**src/rtl/oc_pkg.sv**
```systemverilog
package oc_pkg;

    typedef enum logic [2:0] {
        OCM_FROZEN  = 3'd0,
        OCM_SET     = 3'd1,
        OCM_CLEAR   = 3'd2,
        OCM_TOGGLE  = 3'd3,
        OCM_FORCE_L = 3'd4,
        OCM_FORCE_H = 3'd5,
        OCM_PWM_A   = 3'd6,
        OCM_PWM_B   = 3'd7
    } oc_mode_e;

    localparam int DIR_W = 2;

    typedef struct packed {
        oc_mode_e           mode;
        logic               preload;
        logic               pol;
        logic               en;
        logic               irq_en;
        logic [DIR_W-1:0]   dir;
    } oc_cfg_t;

    localparam oc_cfg_t CFG_RESET = '{mode: OCM_FROZEN, preload: 1'b0, pol: 1'b0,
                                      en: 1'b0, irq_en: 1'b0, dir: '0};

    // Next reference level for one clock edge.
    function automatic logic ref_next(input oc_mode_e mode, input logic cur,
                                      input logic match, input logic below);
        logic r;
        r = cur;
        unique case (mode)
            OCM_FROZEN:  r = cur;
            OCM_SET:     r = match ? 1'b1 : cur;
            OCM_CLEAR:   r = match ? 1'b0 : cur;
            OCM_TOGGLE:  r = match ? ~cur : cur;
            OCM_FORCE_L: r = 1'b0;
            OCM_FORCE_H: r = 1'b1;
            OCM_PWM_A:   r = below;
            OCM_PWM_B:   r = ~below;
            default:     r = cur;
        endcase
        return r;
    endfunction

    // Pin level from reference, polarity and enable.
    function automatic logic pin_level(input logic refl, input logic pol, input logic en);
        return en ? (refl ^ pol) : pol;
    endfunction

endpackage

```
**src/rtl/oc_regs.sv**
```systemverilog
module oc_regs
    import oc_pkg::*;
#(
    parameter int CW = 16
) (
    input  logic            clk,
    input  logic            rst,
    input  logic            cfg_we,
    input  oc_cfg_t         cfg_wr,
    input  logic            cmp_we,
    input  logic [CW-1:0]   cmp_wdata,
    input  logic            upd_evt,
    output oc_cfg_t         cfg_q,
    output logic [CW-1:0]   cmp_act
);

    logic [CW-1:0] cmp_buf;

    always_ff @(posedge clk) begin
        if (rst) begin
            cfg_q <= CFG_RESET;
        end else if (cfg_we) begin
            cfg_q.mode    <= cfg_wr.mode;
            cfg_q.preload <= cfg_wr.preload;
            cfg_q.pol     <= cfg_wr.pol;
            cfg_q.en      <= cfg_wr.en;
            cfg_q.irq_en  <= cfg_wr.irq_en;
            if (!cfg_q.en)
                cfg_q.dir <= cfg_wr.dir;
        end
    end

    always_ff @(posedge clk) begin
        if (rst) begin
            cmp_buf <= '0;
            cmp_act <= '0;
        end else begin
            if (cmp_we)
                cmp_buf <= cmp_wdata;
            if (cmp_we && !cfg_q.preload)
                cmp_act <= cmp_wdata;
            else if (upd_evt && cfg_q.preload)
                cmp_act <= cmp_buf;
        end
    end

    p_dir_locked_r13: assert property (@(posedge clk) disable iff (rst)
        (cfg_q.en && cfg_we) |=> $stable(cfg_q.dir));

    p_preload_hold_r6: assert property (@(posedge clk) disable iff (rst)
        (cfg_q.preload && !upd_evt) |=> $stable(cmp_act));

endmodule

```
**src/rtl/oc_flag.sv**
```systemverilog
module oc_flag #(
    parameter int CW = 16
) (
    input  logic            clk,
    input  logic            rst,
    input  logic [CW-1:0]   cnt_val,
    input  logic [CW-1:0]   reload_val,
    input  logic            cnt_step,
    input  logic            ovf_evt,
    input  logic [CW-1:0]   cmp_act,
    input  logic            out_dir,
    input  logic            cmp_gen,
    input  logic            flag_clr,
    output logic            match_evt,
    output logic            flag_q
);

    logic beyond;
    logic set_flag;

    always_comb begin
        beyond    = cmp_act > reload_val;
        match_evt = out_dir && cnt_step && (cnt_val == cmp_act);
        set_flag  = cmp_gen
                  || (match_evt && !beyond)
                  || (out_dir && ovf_evt && beyond);
    end

    always_ff @(posedge clk) begin
        if (rst)
            flag_q <= 1'b0;
        else if (set_flag)
            flag_q <= 1'b1;
        else if (flag_clr)
            flag_q <= 1'b0;
    end

    p_gen_sets_r9: assert property (@(posedge clk) disable iff (rst)
        cmp_gen |=> flag_q);

    p_clr_wins_alone_r10: assert property (@(posedge clk) disable iff (rst)
        (flag_clr && !cmp_gen && !cnt_step && !ovf_evt) |=> !flag_q);

endmodule

```
**src/rtl/oc_refgen.sv**
```systemverilog
module oc_refgen
    import oc_pkg::*;
#(
    parameter int CW = 16
) (
    input  logic            clk,
    input  logic            rst,
    input  oc_mode_e        mode,
    input  logic            out_dir,
    input  logic [CW-1:0]   cnt_val,
    input  logic [CW-1:0]   cmp_act,
    input  logic            match_evt,
    output logic            ref_q
);

    logic below;
    logic ref_d;

    always_comb begin
        below = cnt_val < cmp_act;
        ref_d = out_dir ? ref_next(mode, ref_q, match_evt, below) : 1'b0;
    end

    always_ff @(posedge clk) begin
        if (rst)
            ref_q <= 1'b0;
        else
            ref_q <= ref_d;
    end

    p_force_low_r3: assert property (@(posedge clk) disable iff (rst)
        (mode == OCM_FORCE_L) |=> !ref_q);

    p_force_high_r3: assert property (@(posedge clk) disable iff (rst)
        (out_dir && mode == OCM_FORCE_H) |=> ref_q);

    p_frozen_hold_r5: assert property (@(posedge clk) disable iff (rst)
        (out_dir && mode == OCM_FROZEN) |=> $stable(ref_q));

endmodule

```
**src/rtl/oc_channel.sv**
```systemverilog
module oc_channel
    import oc_pkg::*;
#(
    parameter int CW = 16
) (
    input  logic            clk,
    input  logic            rst,
    input  logic [CW-1:0]   cnt_val,
    input  logic [CW-1:0]   reload_val,
    input  logic            cnt_step,
    input  logic            ovf_evt,
    input  logic            upd_evt,
    input  logic            cfg_we,
    input  logic [2:0]      cfg_mode,
    input  logic            cfg_preload,
    input  logic            cfg_pol,
    input  logic            cfg_en,
    input  logic            cfg_irq_en,
    input  logic [1:0]      cfg_dir,
    input  logic            cmp_we,
    input  logic [CW-1:0]   cmp_wdata,
    input  logic            flag_clr,
    input  logic            cmp_gen,
    output logic            ch_pin,
    output logic            cmp_flag,
    output logic            irq,
    output logic [1:0]      chan_dir
);

    oc_cfg_t        cfg_wr;
    oc_cfg_t        cfg_q;
    logic [CW-1:0]  cmp_act;
    logic           out_dir;
    logic           match_evt;
    logic           ref_q;
    logic           flag_q;

    always_comb begin
        cfg_wr.mode    = oc_mode_e'(cfg_mode);
        cfg_wr.preload = cfg_preload;
        cfg_wr.pol     = cfg_pol;
        cfg_wr.en      = cfg_en;
        cfg_wr.irq_en  = cfg_irq_en;
        cfg_wr.dir     = cfg_dir;
    end

    oc_regs #(.CW(CW)) u_regs (
        .clk       (clk),
        .rst       (rst),
        .cfg_we    (cfg_we),
        .cfg_wr    (cfg_wr),
        .cmp_we    (cmp_we),
        .cmp_wdata (cmp_wdata),
        .upd_evt   (upd_evt),
        .cfg_q     (cfg_q),
        .cmp_act   (cmp_act)
    );

    assign out_dir = (cfg_q.dir == '0);

    oc_flag #(.CW(CW)) u_flag (
        .clk        (clk),
        .rst        (rst),
        .cnt_val    (cnt_val),
        .reload_val (reload_val),
        .cnt_step   (cnt_step),
        .ovf_evt    (ovf_evt),
        .cmp_act    (cmp_act),
        .out_dir    (out_dir),
        .cmp_gen    (cmp_gen),
        .flag_clr   (flag_clr),
        .match_evt  (match_evt),
        .flag_q     (flag_q)
    );

    oc_refgen #(.CW(CW)) u_ref (
        .clk       (clk),
        .rst       (rst),
        .mode      (cfg_q.mode),
        .out_dir   (out_dir),
        .cnt_val   (cnt_val),
        .cmp_act   (cmp_act),
        .match_evt (match_evt),
        .ref_q     (ref_q)
    );

    always_comb begin
        ch_pin   = pin_level(ref_q, cfg_q.pol, cfg_q.en);
        cmp_flag = flag_q;
        irq      = flag_q & cfg_q.irq_en;
        chan_dir = cfg_q.dir;
    end

    p_pin_idle_r12: assert property (@(posedge clk) disable iff (rst)
        (!cfg_we && !cfg_q.en) |=> (ch_pin == cfg_q.pol));

    p_irq_needs_flag_r11: assert property (@(posedge clk) disable iff (rst)
        irq |-> cmp_flag);

endmodule

```
**config.mk**
```make
export PLATFORM = sky130hd
export DESIGN_NAME = oc_channel
export DESIGN_NICKNAME = d
export VERILOG_FILES = /design/src/rtl/oc_pkg.sv /design/src/rtl/oc_regs.sv /design/src/rtl/oc_flag.sv /design/src/rtl/oc_refgen.sv /design/src/rtl/oc_channel.sv
export SDC_FILE = /design/constraint.sdc
export NUM_CORES = 1
export LEC_CHECK = 0
export BUFFER_PORTS_ARGS = -buffer_cell sky130_fd_sc_hd__buf_2
export CORE_MARGIN = 2
export CORE_UTILIZATION = 57
export DETAILED_ROUTE_END_ITERATION = 16
export PLACE_DENSITY_LB_ADDON = 0.3
export SYNTH_ARGS = -nofsm -noshare
export SYNTH_HDL_FRONTEND = slang
export SYNTH_SLANG_ARGS = --single-unit
```
**constraint.sdc**
```tcl
create_clock -name clk -period 4.72 [get_ports clk]
set_clock_uncertainty 0.1 [all_clocks]
set_input_delay 0.472 -clock clk [delete_from_list [all_inputs] [get_ports clk]]
set_output_delay 0.472 -clock clk [all_outputs]
set_load 0.01 [all_outputs]
```
==> results of run 1 <==
==> layout make-up <==
type,instances,area (sq um)
clock buffer,6,82.6
clock inverter,2,16.3
fill,363,1360
inverter,38,143
multi-input combinational,201,1570
sequential,43,861
tap,52,65.1
timing repair buffer,70,350
==> cell families after synthesis <==
family,share of synthesized area (%)
xor gates and xnor gates,0.327
DFF,32.1
muxes,15.3
and+or+nand+nor,15.1
adders and majority gates,14.9
buffers and inverters,9.34
AOI/OAI and AO/OA,12.8
==> sequential cells by signal (all words and copies together) (netlist names) <==
signal and cells:
u_flag.flag_q 1, u_ref.ref_q 1, u_regs.cfg_q 9, u_regs.cmp_act 16, u_regs.cmp_buf 16
==> report_power, final <==
part           switching [mW]  internal (mW)  total (mW)
Clock                   0.133          0.119       0.253
Sequential             0.0205          0.389       0.410
Combinational           0.104         0.0934       0.197
==> per-stage QoR <==
stage / hold WS, ns / power, mW / utilization [%]
4_1_cts: 0.294 / 0.866 / 69.4
3_3_place_gp: 0.366 / 0.604 / 67.2
6_report: 0.297 / 0.859 / 69.4
3_5_place_dp: 0.383 / 0.615 / 67.2
2_1_floorplan: 0.352 / 0.559 / -
5_1_grt: 0.318 / 0.905 / 69.4
==> tightest hold or removal path: stages <==
cell and delay, ns:
sky130_fd_sc_hd__buf_2 0.07, sky130_fd_sc_hd__mux2i_1 0.05, sky130_fd_sc_hd__nor2_1 0.07
==> per-layer routing <==
metal,track usage (%),vias to the layer above,wire length [microns]
met5,0,-,0
met4,8.23,0,98
met3,4.03,10,259
met2,36.7,59,2590
met1,28.2,959,2590
li1,-,1152,-
==> layout by cell type, fill, tap and decap left out, types with 2 or more instances in the layout <==
master / count
sky130_fd_sc_hd__nor2_1: 45
sky130_fd_sc_hd__a211oi_1: 16
sky130_fd_sc_hd__mux2i_1: 41
sky130_fd_sc_hd__and2_1: 2
sky130_fd_sc_hd__inv_1: 38
sky130_fd_sc_hd__o21ai_1: 2
sky130_fd_sc_hd__nand3_1: 3
sky130_fd_sc_hd__o21ai_0: 2
sky130_fd_sc_hd__clkbuf_8: 6
sky130_fd_sc_hd__nand4_1: 5
sky130_fd_sc_hd__nand2_1: 9
sky130_fd_sc_hd__nand4_2: 2
sky130_fd_sc_hd__buf_2: 70
sky130_fd_sc_hd__a21oi_1: 13
sky130_fd_sc_hd__dfxtp_1: 43
sky130_fd_sc_hd__nor3b_1: 2
sky130_fd_sc_hd__ha_1: 32
sky130_fd_sc_hd__a21o_1: 3
sky130_fd_sc_hd__nor2b_1: 3
==> worst max-delay path by stage <==
stage,endpoint,cells after the start
2_1_floorplan,u_flag.flag_q,7
3_3_place_gp,u_regs.cmp_act[0],5
3_5_place_dp,u_regs.cmp_act[2],5
4_1_cts,u_regs.cmp_act[15],5
5_1_grt,u_regs.cmp_act[15],5
6_report,u_regs.cmp_act[15],5
==> flow_summary.json, run 1 <==
{
  "number_of_diodes": 0,
  "postLayoutSetupSlackWorst_ns": 2.54,
  "post_synth_inst_count": 297,
  "critical_path_required_ns": 4.83,
  "crit_start": "cmp_we",
  "firstDrtPassIters": 4,
  "cp_max_fo": 32,
  "floorplan.die.width_microns": 72.6,
  "postRouteWirelength_microns": 5530,
  "synth-async-reset-ratio_pct": 0,
  "cpPeakStageDelay_ns": 0.79,
  "finish.instance_area_sq_um": 3090,
  "violation_count_after_the_first_detailed_route_iteration": 79,
  "drv.max_cap_violation_count": 0,
  "synth.top_cells.by_count": "sky130_fd_sc_hd__nor2_1 (45), sky130_fd_sc_hd__dfxtp_1 (43), sky130_fd_sc_hd__mux2i_1 (41), sky130_fd_sc_hd__inv_1 (38), sky130_fd_sc_hd__ha_1 (32)",
  "hold_depth": 3,
  "dp.final_hpwl_microns": 4330,
  "synth-seq-cells": 43,
  "fraction_of_layout_cells_with_a_size_suffix_above_1_pct": 24.4,
  "timing_hold_violations_final": 0,
  "setup-tns-final_ns": 0,
  "hold_end": "u_regs.cfg_q[3]",
  "result_of_the_run": "completed",
  "clock-root-buffer": "sky130_fd_sc_hd__clkbuf_8",
  "die_area_sq_um": 5260,
  "io-pin-count": 71,
  "timing.final.max_slew_violations": 0,
  "finalNetCount": 457,
  "first_global_vias": 2129,
  "clockBufferDepth": 2,
  "gp_congestion": 0.870,
  "tritoncts": "yes",
  "synth_top_area_cell": "sky130_fd_sc_hd__dfxtp_1",
  "synth.yosys.warnings": 0,
  "worst_ir_drop_vdd_mv": 0.291,
  "post_cts_clock_slew_at_the_launch_and_capture_registers_of_the_worst_setup_and_hold_paths_ns": 0.09,
  "kind_of_cell_with_the_highest_combined_delay_on_the_critical_path": "simple AND/OR/NAND/NOR gates",
  "synth.net_count": 395,
  "non_filler_cells_final": 412,
  "grt_first_pass_wirelength_microns": 9160,
  "area_growth_pct": 15.2,
  "postRouteAntennaNets": 0,
  "routedWlPerCell_microns": 13.4,
  "worst_hold_launch": "cfg_en",
  "cp-start-kind": "input port",
  "grt.total_usage_pct": 22.0,
  "worst_hold_path_type": "in -> reg",
  "timing.slew.headroom_pct": 40.8,
  "rr_worst_depth": 7,
  "post_placement_cell_count": 404,
  "fin_crit_sh_pct": 46.2,
  "static-leakage-power_nw": 1.57,
  "cts_sinks": 43,
  "setup_viol": 0,
  "synth_enable_flop_cells": 0,
  "cts_repair_resize_count": 0,
  "cts.htree.levels": 2,
  "reg2reg_from": "u_regs.cmp_act[14]",
  "floorplan.initialDensity_pct": 60.3,
  "post_cts_repair_setup_buffers": 0,
  "synth.yosys.seq_area_share_pct": 32.1,
  "postSynth.topFlopCell": "sky130_fd_sc_hd__dfxtp_1",
  "detailroute.via_count": 2180,
  "antenna_found_initial": 0,
  "rrSetupSlack_ns": 2.69,
  "post-synth-top-area-fraction_pct": 32.1,
  "cts_hold_buffers": 0,
  "clock_insertion_delay_worst_skew_ns": 0.30,
  "placed_area_sq_um": 2990,
  "synth_area_sq_um": 2680,
  "worstPathBufferInverterCount": 1,
  "grt_max_degree": 44,
  "tightest_slew_ns": 0.888,
  "dp_worst_setup_slack_ns": 2.21,
  "synth.area.top_cells": "sky130_fd_sc_hd__dfxtp_1 (32%), sky130_fd_sc_hd__mux2i_1 (15%), sky130_fd_sc_hd__ha_1 (15%), sky130_fd_sc_hd__nor2_1 (6.3%), sky130_fd_sc_hd__inv_1 (5.3%)",
  "power_per_cell_area_nw_per_um2": 279,
  "die_height_microns": 72.6,
  "grt_remaining_overflow": 0,
  "place.port_buffers": 70,
  "routed_vias_inst": 5.29,
  "post-synth-top-count-cell": "sky130_fd_sc_hd__nor2_1",
  "post-route-min-period_ns": 2.18,
  "placementRows": 24,
  "timing.fmax_mhz": 459,
  "crit_chain": "buf_2, and2b_1, a21o_4, nor2_1, a211oi_1",
  "timing.critical_path.arrival_ns": 2.29,
  "r2r-end": "u_ref.ref_q",
  "drc": 0,
  "post_synth.cell_area_avg_sq_um": 9.02,
  "yosys.cell_types.count": 42,
  "coreArea_sq_um": 4440,
  "timing.critical_path.to_type": "register",
  "critical_path.slowest_cell": "sky130_fd_sc_hd__and2b_1",
  "critical_path_class": "in -> reg",
  "rsz_0062_raised_after_global_routing": "no",
  "cts_inserted_buffers": 5
}
Note: power is estimated with default switching activity, not from simulation.
==> run 2: changes to the inputs <==
Settings changed: CORE_UTILIZATION 57 to 48.
Clock period 4.72 ns to 2 ns, I/O delays scaled along.
==> flow_summary.json, run 2 (synthesized netlist as in run 1, its figures left out) <==
{
  "grt_first_pass_wirelength_microns": 9330,
  "number_of_diodes": 0,
  "storage_element_area_sq_um": 868,
  "drv.max_cap_violation_count": 0,
  "worstPathBufferInverterCount": 2,
  "highest_layer": "met4",
  "postRouteAntennaNets": 0,
  "gp_congestion": 0.822,
  "timing.critical_path.arrival_ns": 2.07,
  "antenna_found_initial": 0,
  "switching_power_uw": 594,
  "dp.final_hpwl_microns": 4520,
  "first_global_vias": 2104,
  "cp-start-kind": "register",
  "critical_path.slowest_cell": "sky130_fd_sc_hd__nor4_4",
  "dp_worst_setup_slack_ns": 0.0239,
  "violation_count_after_the_first_detailed_route_iteration": 45,
  "floorplan.initialDensity_pct": 49.3,
  "setup-tns-final_ns": 0,
  "io-pin-count": 71,
  "worst_ir_drop_vdd_mv": 0.466,
  "timing.final.max_slew_violations": 0,
  "share_clk_of_total_power_pct": 35.0,
  "result_of_the_run": "completed",
  "static-leakage-power_nw": 1.62,
  "rr_worst_depth": 8,
  "routed_vias_inst": 5.10,
  "wl_met3_microns": 289,
  "clockBufferDepth": 2,
  "combinationalPowerShare_pct": 22.2,
  "die_area_sq_um": 6190,
  "postRouteWirelength_microns": 5820,
  "grt.total_usage_pct": 19.0,
  "finalNetCount": 464,
  "rrSetupSlack_ns": 0.04,
  "post_placement_cell_count": 428,
  "timing.fmax_mhz": 509,
  "area_growth_pct": 21.5,
  "die_height_microns": 78.7,
  "seqPwrFrac_pct": 42.9,
  "timing.slew.headroom_pct": 68.9,
  "fraction_of_layout_cells_with_a_size_suffix_above_1_pct": 28.3,
  "r2r-end": "u_ref.ref_q",
  "cts.htree.levels": 2,
  "coreArea_sq_um": 5440,
  "internal_mw": 1.66,
  "met1Wirelength_microns": 2710,
  "multi_input_comb_area_sq_um": 1620,
  "firstDrtPassIters": 4,
  "placementRows": 27,
  "timing.critical_path.to_type": "register",
  "clock-root-buffer": "sky130_fd_sc_hd__clkbuf_8",
  "cpPeakStageDelay_ns": 0.37,
  "critical_path_required_ns": 2.10,
  "cp_max_fo": 4,
  "crit_start": "u_regs.cmp_act[11]",
  "swShare_pct": 26.4,
  "commonest_non_fill_non_tap_cell_in_the_layout": "sky130_fd_sc_hd__buf_2",
  "layout_common_cells": "sky130_fd_sc_hd__buf_2 (70), sky130_fd_sc_hd__nor2_1 (45), sky130_fd_sc_hd__mux2i_1 (41)",
  "post-route-min-period_ns": 1.96,
  "grt_max_degree": 33,
  "tritoncts": "yes",
  "place.port_buffers": 70,
  "postLayoutSetupSlackWorst_ns": 0.0360,
  "placed_area_sq_um": 3040,
  "worst_hold_slack_ns": 0.0460,
  "routedWlPerCell_microns": 13.3,
  "largestRegisters": "u_regs.cmp_act x16, u_regs.cmp_buf x16, u_regs.cfg_q x9",
  "floorplan.die.width_microns": 78.7,
  "p_total_mw": 2.25,
  "drc": 0,
  "met2_wirelength_microns": 2760,
  "setup_viol": 0,
  "utilization_pct": 59.8,
  "tightest_slew_ns": 0.466,
  "worst_hold_path_type": "in -> reg",
  "filler_instances": 486,
  "finish.instance_area_sq_um": 3250,
  "post_cts_clock_slew_at_the_launch_and_capture_registers_of_the_worst_setup_and_hold_paths_ns": 0.08,
  "non_filler_cells_final": 439,
  "critical_path_depth": 8,
  "cts_inserted_buffers": 5,
  "timing_hold_violations_final": 0,
  "grt_remaining_overflow": 0,
  "detailroute.via_count": 2238,
  "clock_insertion_delay_worst_skew_ns": 0.29,
  "cts_sinks": 43,
  "kind_of_cell_with_the_highest_combined_delay_on_the_critical_path": "simple AND/OR/NAND/NOR gates",
  "fin_crit_sh_pct": 98.2,
  "crit_chain": "inv_1, ha_4, nand4_4, nor4_4, buf_4, a41o_1, o21ai_1, nor3b_1",
  "reg2reg_from": "u_regs.cmp_act[11]",
  "critical_path_class": "reg -> reg",
  "critPathCapture": "u_ref.ref_q",
  "power_per_cell_area_nw_per_um2": 692
}
run 2: cell count changes in the layout (fill, tap and decap cells not counted):
| cell | delta |
|---|---|
| sky130_fd_sc_hd__buf_4 | +7 |
| sky130_fd_sc_hd__dfxtp_1 | -6 |
| sky130_fd_sc_hd__dfxtp_2 | +6 |
| sky130_fd_sc_hd__ha_1 | -3 |
| sky130_fd_sc_hd__ha_4 | +3 |
| sky130_fd_sc_hd__bufinv_16 | +2 |
| sky130_fd_sc_hd__clkbuf_1 | +1 |
| sky130_fd_sc_hd__clkbuf_8 | -1 |
| sky130_fd_sc_hd__clkinv_4 | -1 |
| sky130_fd_sc_hd__clkinvlp_4 | -1 |
| sky130_fd_sc_hd__nand4_2 | -1 |
| sky130_fd_sc_hd__nand4_4 | +1 |
| sky130_fd_sc_hd__o21ai_1 | -1 |
| sky130_fd_sc_hd__o21ai_2 | +1 |
run 2: how the worst min path moves through the flow:
stage,to,startpoint,slack [ns],cells past startpoint
3_5_place_dp,u_regs.cfg_q[5],cfg_preload,0.34,3
2_1_floorplan,u_regs.cfg_q[2],cfg_irq_en,0.25,2
3_3_place_gp,u_regs.cfg_q[2],cfg_irq_en,0.34,3
6_report,u_regs.cfg_q[6],cfg_mode[0],0.05,3
4_1_cts,u_regs.cfg_q[2],cfg_irq_en,0.04,3
5_1_grt,u_regs.cfg_q[5],cfg_preload,0.06,3
run 2: timing repair:
action,CTS,global route
hold buffers,0,0
endpoints found under the setup margin,0,2
setup buffers,0,3
gates resized for setup,0,11
run 2: worst register-to-register path, cell delays in order (launching register included):
cell and delay [ns]:
sky130_fd_sc_hd__dfxtp_2 0.34, sky130_fd_sc_hd__inv_1 0.06, sky130_fd_sc_hd__ha_4 0.29, sky130_fd_sc_hd__nand4_4 0.12, sky130_fd_sc_hd__nor4_4 0.37, sky130_fd_sc_hd__buf_4 0.18, sky130_fd_sc_hd__a41o_1 0.16, sky130_fd_sc_hd__o21ai_1 0.06
sky130_fd_sc_hd__nor3b_1 0.20
run 2: cell type report:
cell class / count / area share, %
multi-input combinational: 201 / 49.7
sequential: 43 / 26.7
timing repair buffer: 77 / 12.4
inverter: 38 / 4.38
tap: 72 / 2.77
clock buffer: 6 / 2.23
clock inverter: 2 / 1.85
run 2: power groups by stage:
stage	clock network, mW	registers [mW]	logic [mW]
after CTS	0.811	0.964	0.481
final	0.787	0.966	0.499
after global placement	0	0.981	0.461
after detailed placement	0	0.984	0.474
after floorplan	0	0.971	0.347
after global routing	0.837	0.975	0.566
run 2: routing by layer:
layer,vias to the layer above,global-route usage [%]
met4,0,4.74
li1,1161,-
met2,58,32.9
met5,-,0
met1,1012,24.2
met3,7,3.64
